**src/rtl/i2c_bus_unstick.sv**
```systemverilog
`timescale 1ns/1ps
module i2c_bus_unstick #(
  parameter int DIV_W          = 16,
  parameter int PULSES         = 9,
  parameter int STRETCH_HALVES = 8,
  parameter int HANG_CLKS      = 4096
) (
  input  logic             clk,
  input  logic             rst_n,
  input  logic             req,
  input  logic [DIV_W-1:0] half_div,
  input  logic             scl_in,
  input  logic             sda_in,
  output logic             scl_drive_low,
  output logic             sda_drive_low,
  output logic             busy,
  output logic             done,
  output logic             fail
);
  localparam int PW = $clog2(PULSES + 1);
  localparam int SW = $clog2(STRETCH_HALVES + 1);
  localparam int HW = $clog2(HANG_CLKS + 1);

  typedef enum logic [3:0] {
    S_IDLE, S_LOW, S_RISE, S_HIGH, S_SLOW, S_SDAL, S_SRISE, S_SHOLD, S_END
  } st_t;

  st_t              st;
  logic [DIV_W-1:0] div_q, tmr;
  logic [PW-1:0]    pulses;
  logic [SW-1:0]    halves;
  logic [HW-1:0]    hang_cnt;
  logic             fail_q;

  wire tmr_end  = (tmr == div_q - 1'b1);
  wire hang_on  = !sda_in && scl_in;
  wire hang_hit = hang_on && (hang_cnt == HW'(HANG_CLKS - 1));
  wire last_p   = (pulses == PW'(PULSES - 1));
  wire last_h   = (halves == SW'(STRETCH_HALVES - 1));

  assign scl_drive_low = (st == S_LOW) || (st == S_SLOW) || (st == S_SDAL);
  assign sda_drive_low = (st == S_SDAL) || (st == S_SRISE) || (st == S_SHOLD);
  assign busy          = (st != S_IDLE);
  assign done          = (st == S_END);
  assign fail          = fail_q;

  always_ff @(posedge clk or negedge rst_n) begin
    if (!rst_n) begin
      st       <= S_IDLE;
      div_q    <= '0;
      tmr      <= '0;
      pulses   <= '0;
      halves   <= '0;
      hang_cnt <= '0;
      fail_q   <= 1'b0;
    end else begin
      case (st)
        S_IDLE: begin
          tmr    <= '0;
          pulses <= '0;
          halves <= '0;
          if (req || hang_hit) begin
            st       <= S_LOW;
            div_q    <= (half_div == '0) ? DIV_W'(1) : half_div;
            fail_q   <= 1'b0;
            hang_cnt <= '0;
          end else begin
            hang_cnt <= hang_on ? hang_cnt + 1'b1 : '0;
          end
        end
        S_LOW: begin
          if (tmr_end) begin
            tmr    <= '0;
            halves <= '0;
            st     <= S_RISE;
          end else tmr <= tmr + 1'b1;
        end
        S_RISE, S_SRISE: begin
          if (scl_in) begin
            tmr <= '0;
            st  <= (st == S_RISE) ? S_HIGH : S_SHOLD;
          end else if (tmr_end) begin
            tmr <= '0;
            if (last_h) begin
              fail_q <= 1'b1;
              st     <= S_END;
            end else halves <= halves + 1'b1;
          end else tmr <= tmr + 1'b1;
        end
        S_HIGH: begin
          if (sda_in) begin
            tmr <= '0;
            st  <= S_SLOW;
          end else if (tmr_end) begin
            tmr <= '0;
            if (last_p) begin
              fail_q <= 1'b1;
              st     <= S_END;
            end else begin
              pulses <= pulses + 1'b1;
              st     <= S_LOW;
            end
          end else tmr <= tmr + 1'b1;
        end
        S_SLOW: begin
          if (tmr_end) begin
            tmr <= '0;
            st  <= S_SDAL;
          end else tmr <= tmr + 1'b1;
        end
        S_SDAL: begin
          if (tmr_end) begin
            tmr    <= '0;
            halves <= '0;
            st     <= S_SRISE;
          end else tmr <= tmr + 1'b1;
        end
        S_SHOLD: begin
          if (tmr_end) begin
            tmr <= '0;
            st  <= S_END;
          end else tmr <= tmr + 1'b1;
        end
        default: st <= S_IDLE;
      endcase
    end
  end

  p_accept_busy_r2: assert property (@(posedge clk) disable iff (!rst_n)
    req && !busy |=> busy);
  p_done_ends_busy_r8: assert property (@(posedge clk) disable iff (!rst_n)
    done |=> !busy && !done);
  p_sda_grab_scl_low_r5: assert property (@(posedge clk) disable iff (!rst_n)
    $rose(sda_drive_low) |-> scl_drive_low);
  p_stop_edge_r5: assert property (@(posedge clk) disable iff (!rst_n)
    $fell(sda_drive_low) && !fail |-> scl_in && !scl_drive_low);
  p_fail_at_done_r6: assert property (@(posedge clk) disable iff (!rst_n)
    $rose(fail) |-> done && !scl_drive_low);
  p_pulse_bound_r6: assert property (@(posedge clk) disable iff (!rst_n)
    pulses <= PW'(PULSES - 1));
endmodule

```
**config.mk**
```make
export PLATFORM = sky130hd
export DESIGN_NAME = i2c_bus_unstick
export DESIGN_NICKNAME = d
export VERILOG_FILES = /design/src/rtl/i2c_bus_unstick.sv
export SDC_FILE = /design/constraint.sdc
export NUM_CORES = 1
export LEC_CHECK = 0
export BUFFER_PORTS_ARGS = -buffer_cell sky130_fd_sc_hd__buf_4
export CORE_ASPECT_RATIO = 0.6
export CORE_MARGIN = 10
export CORE_UTILIZATION = 55
export DETAILED_ROUTE_END_ITERATION = 12
export PLACE_DENSITY = 0.86
export SKIP_LAST_GASP = 1
export SYNTH_ARGS = -nofsm -noshare
export SYNTH_HDL_FRONTEND = slang
export SYNTH_SLANG_ARGS = --single-unit
```
**constraint.sdc**
```tcl
create_clock -name clk -period 3.75 [get_ports clk]
set_clock_uncertainty 0.05 [all_clocks]
set_input_delay 0.5625 -clock clk [delete_from_list [all_inputs] [get_ports clk]]
set_output_delay 0.5625 -clock clk [all_outputs]
set_load 0.02 [all_outputs]
```
==> out/metrics.csv <==
stage,metric,value,unit
clock_tree,cts_tree,built,
sta,min_period,3.56,ns
synthesis,synth_top_area_cell,dfrtp_1,
synthesis,syn_area,0.00351,mm²
cells_and_area,area_delta_synth_final,13.1,%
cells_and_area,ff_latch_area,0.00145,mm²
synthesis,synth_commonest_cells,"58 x dfrtp_1, 42 x nor2_1, 40 x nand2_1",
synthesis,yosysUniqueCellTypes,64,
synthesis,yosys_warnings,0,
worst_setup_path,cp-start-kind,flop,
synthesis,synth.most_common_cell,dfrtp_1,
place,hpwl,5.71,mm
floorplan,ios,26,
floorplan,core_area,0.00614,mm²
synthesis,synth_edf_count,0,
sta,fin_setup_tns,0,ns
worst_setup_path,critical_path_arrival,3.79,ns
grt,grt_usage,16.6,%
floorplan,initial_core_util,57.1,%
clock_tree,cts_max_level,3,
synthesis,ys_seq_elements,58,
place,io_buffers,25,
grt,grt_max_degree,59,
route,antenna_left,0,
synthesis,syn_nets,408,
synthesis,async_flop_share,100,%
clock_tree,post-cts-setup-buffers,0,
floorplan,die_w,123,µm
synthesis,yosysTopAreaCellShare,41.4,%
floorplan,die-area,0.0101,mm²
cells_and_area,nNetsFinal,436,
pwr,max-vdd-ir-drop,0.000538,V
route,vias,3021,
route,drt_iter0_markers,297,
sta,tightest_slew,0.727,ns
clock_tree,ctsHoldBuffers,0,
place,gp_congestion,0.975,
grt,grt_pass1_vias,2790,
sta,hold_viol,0,
pwr,p_per_area,648,mW/mm²
clock_tree,cts_root_buf,clkbuf_8,
cells_and_area,nFillCells,491,
sta,setup_viol,0,
floorplan,die_h,81.9,µm
route,route.detailed.drc,0,
worst_setup_path,cp-end-kind,flop,
synthesis,synth-main-ff-cell,dfrtp_1,
route,post_drt_wl_per_cell,16.1,µm
floorplan,fp-row-count,22,
sta,timing.fmax,0.281,GHz
worst_setup_path,worstPathMaxFanout,8,
clock_tree,cts_buffers,9,
worst_setup_path,r2r_slack,0.19,ns
grt,grt-ovfl-total,0,
sta,rsz0062_at_grt,false,
synthesis,netlist_instances,381,
cells_and_area,multi_input_area,0.00196,mm²
grt,antenna_found_initial,0,
pwr,leakagePower,1.65,nW
cells_and_area,antenna_cells,0,
sta,relSlewSlack,51.5,%
worst_setup_path,cp.required,3.98,ns
outcome,status,"complete, no violations",
grt,grt_pass1_wl,13.5,mm
worst_hold_path,hp-class,in2async,
worst_setup_path,crit_type,reg2reg,
sta,post-route-period-util,95.0,%
synthesis,synthTopCellsByArea,"dfrtp_1 41%, mux2_2 4.8%, xnor2_1 4.7%",
clock_tree,clk_latency,0.34,ns
job,cap_violations,0,
synthesis,synth_area_per_cell,9.21,µm²
route,vias_per_cell,6.07,
clock_tree,cts.path.max_buffers,2,
sta,slew_viol_final,0,
cells_and_area,drive_above_1_share,18.8,%
clock_tree,clock-sinks,58,
pwr,power.total,2.57,mW
route,drt_first_pass_iters,6,
clock_tree,cts.clk_slew.worst_paths,0.07,ns
clock_tree,post_cts_resized,0,
synthesis,synth_seq_area_share,41.4,%
route,wirelength,8.00,mm
## where the power goes
part / switching [mW] / internal (mW)
Combinational: 0.564 / 0.474
Clock: 0.249 / 0.291
Sequential: 0.236 / 0.755
## area by class of cell
class | count | area share (%)
tap | 84 | 2.65
timing repair buffer | 29 | 5.49
inverter | 12 | 1.14
sequential | 58 | 36.6
multi-input combinational | 299 | 49.3
clock inverter | 4 | 0.631
clock buffer | 12 | 4.17
## worst max-delay path, stage by stage, from the launching register on
cell	delay, ns
dfrtp_1	0.45
inv_1	0.09
ha_1	0.19
or4b_1	0.56
nor4_1	0.51
xor2_1	0.13
or3_2	0.44
a31oi_2	0.18
buf_4	0.21
nand2_4	0.08
or4b_1	0.53
nand3_1	0.09
## per-layer routing
layer | global-route usage [%] | routed length [µm] | vias up
met5 | 0 | 0 | -
met4 | 4.75 | 104 | 0
met3 | 4.45 | 612 | 12
met2 | 24.1 | 3450 | 135
met1 | 23.8 | 3840 | 1443
li1 | - | - | 1431
## cell families (layout without fill, tap and decap cells)
| logic type | Yosys count | in the layout | synth area share [%] |
|---|---|---|---|
| buf+inv | 24 | 57 | 2.85 |
| xor+xnor | 31 | 31 | 7.74 |
| simple gates | 169 | 169 | 25.7 |
| fa+ha+maj | 6 | 6 | 2.14 |
| mux | 15 | 15 | 4.82 |
| flops | 58 | 58 | 41.4 |
| compound gates | 78 | 78 | 15.4 |
## placed cells by master (no fill, tap or decap), types with 15 or more instances in the layout
cell,Yosys,layout
dfrtp_1,58,58
nor2_1,42,42
nand2_1,40,40
o21ai_0,29,29
buf_4,0,29
xnor2_1,19,19
nand3_1,19,19
mux2_2,15,15
## sequential cells by signal, indices dropped and copies added (netlist names)
| name | flops |
|---|---|
| fail | 1 |
| div_q | 16 |
| halves | 4 |
| tmr | 16 |
| hang_cnt | 13 |
| st | 4 |
| pulses | 4 |
## metrics by stage
step	cell area (µm²)	util (%)	hold WS [ns]	setup WS, ns	std cells
after global placement	3770	61.5	0.412	0.418	482
after floorplan	3510	-	0.217	0.412	381
after global routing	3970	64.6	0.279	0.00767	498
after CTS	3970	64.6	0.249	0.204	498
after detailed placement	3770	61.5	0.425	0.237	482
final	3970	64.6	0.230	0.187	498
## path summary, 6_finish.rpt
path,depth (start not counted),startpoint,end
worst max-delay path,11,div_q[0]$_DFFE_PN0P_,halves[2]$_DFFE_PN0P_
min in group clk,3,half_div[1],div_q[1]$_DFFE_PN0P_
max in group asynchronous,1,rst_n,tmr[13]$_DFFE_PN0P_
worst max register to register,11,div_q[0]$_DFFE_PN0P_,halves[2]$_DFFE_PN0P_
worst min register to register,1,hang_cnt[4]$_DFFE_PN0P_,hang_cnt[4]$_DFFE_PN0P_
worst min-delay path,1,rst_n,halves[2]$_DFFE_PN0P_
No activity file was read; power rests on OpenSTA's default activity.
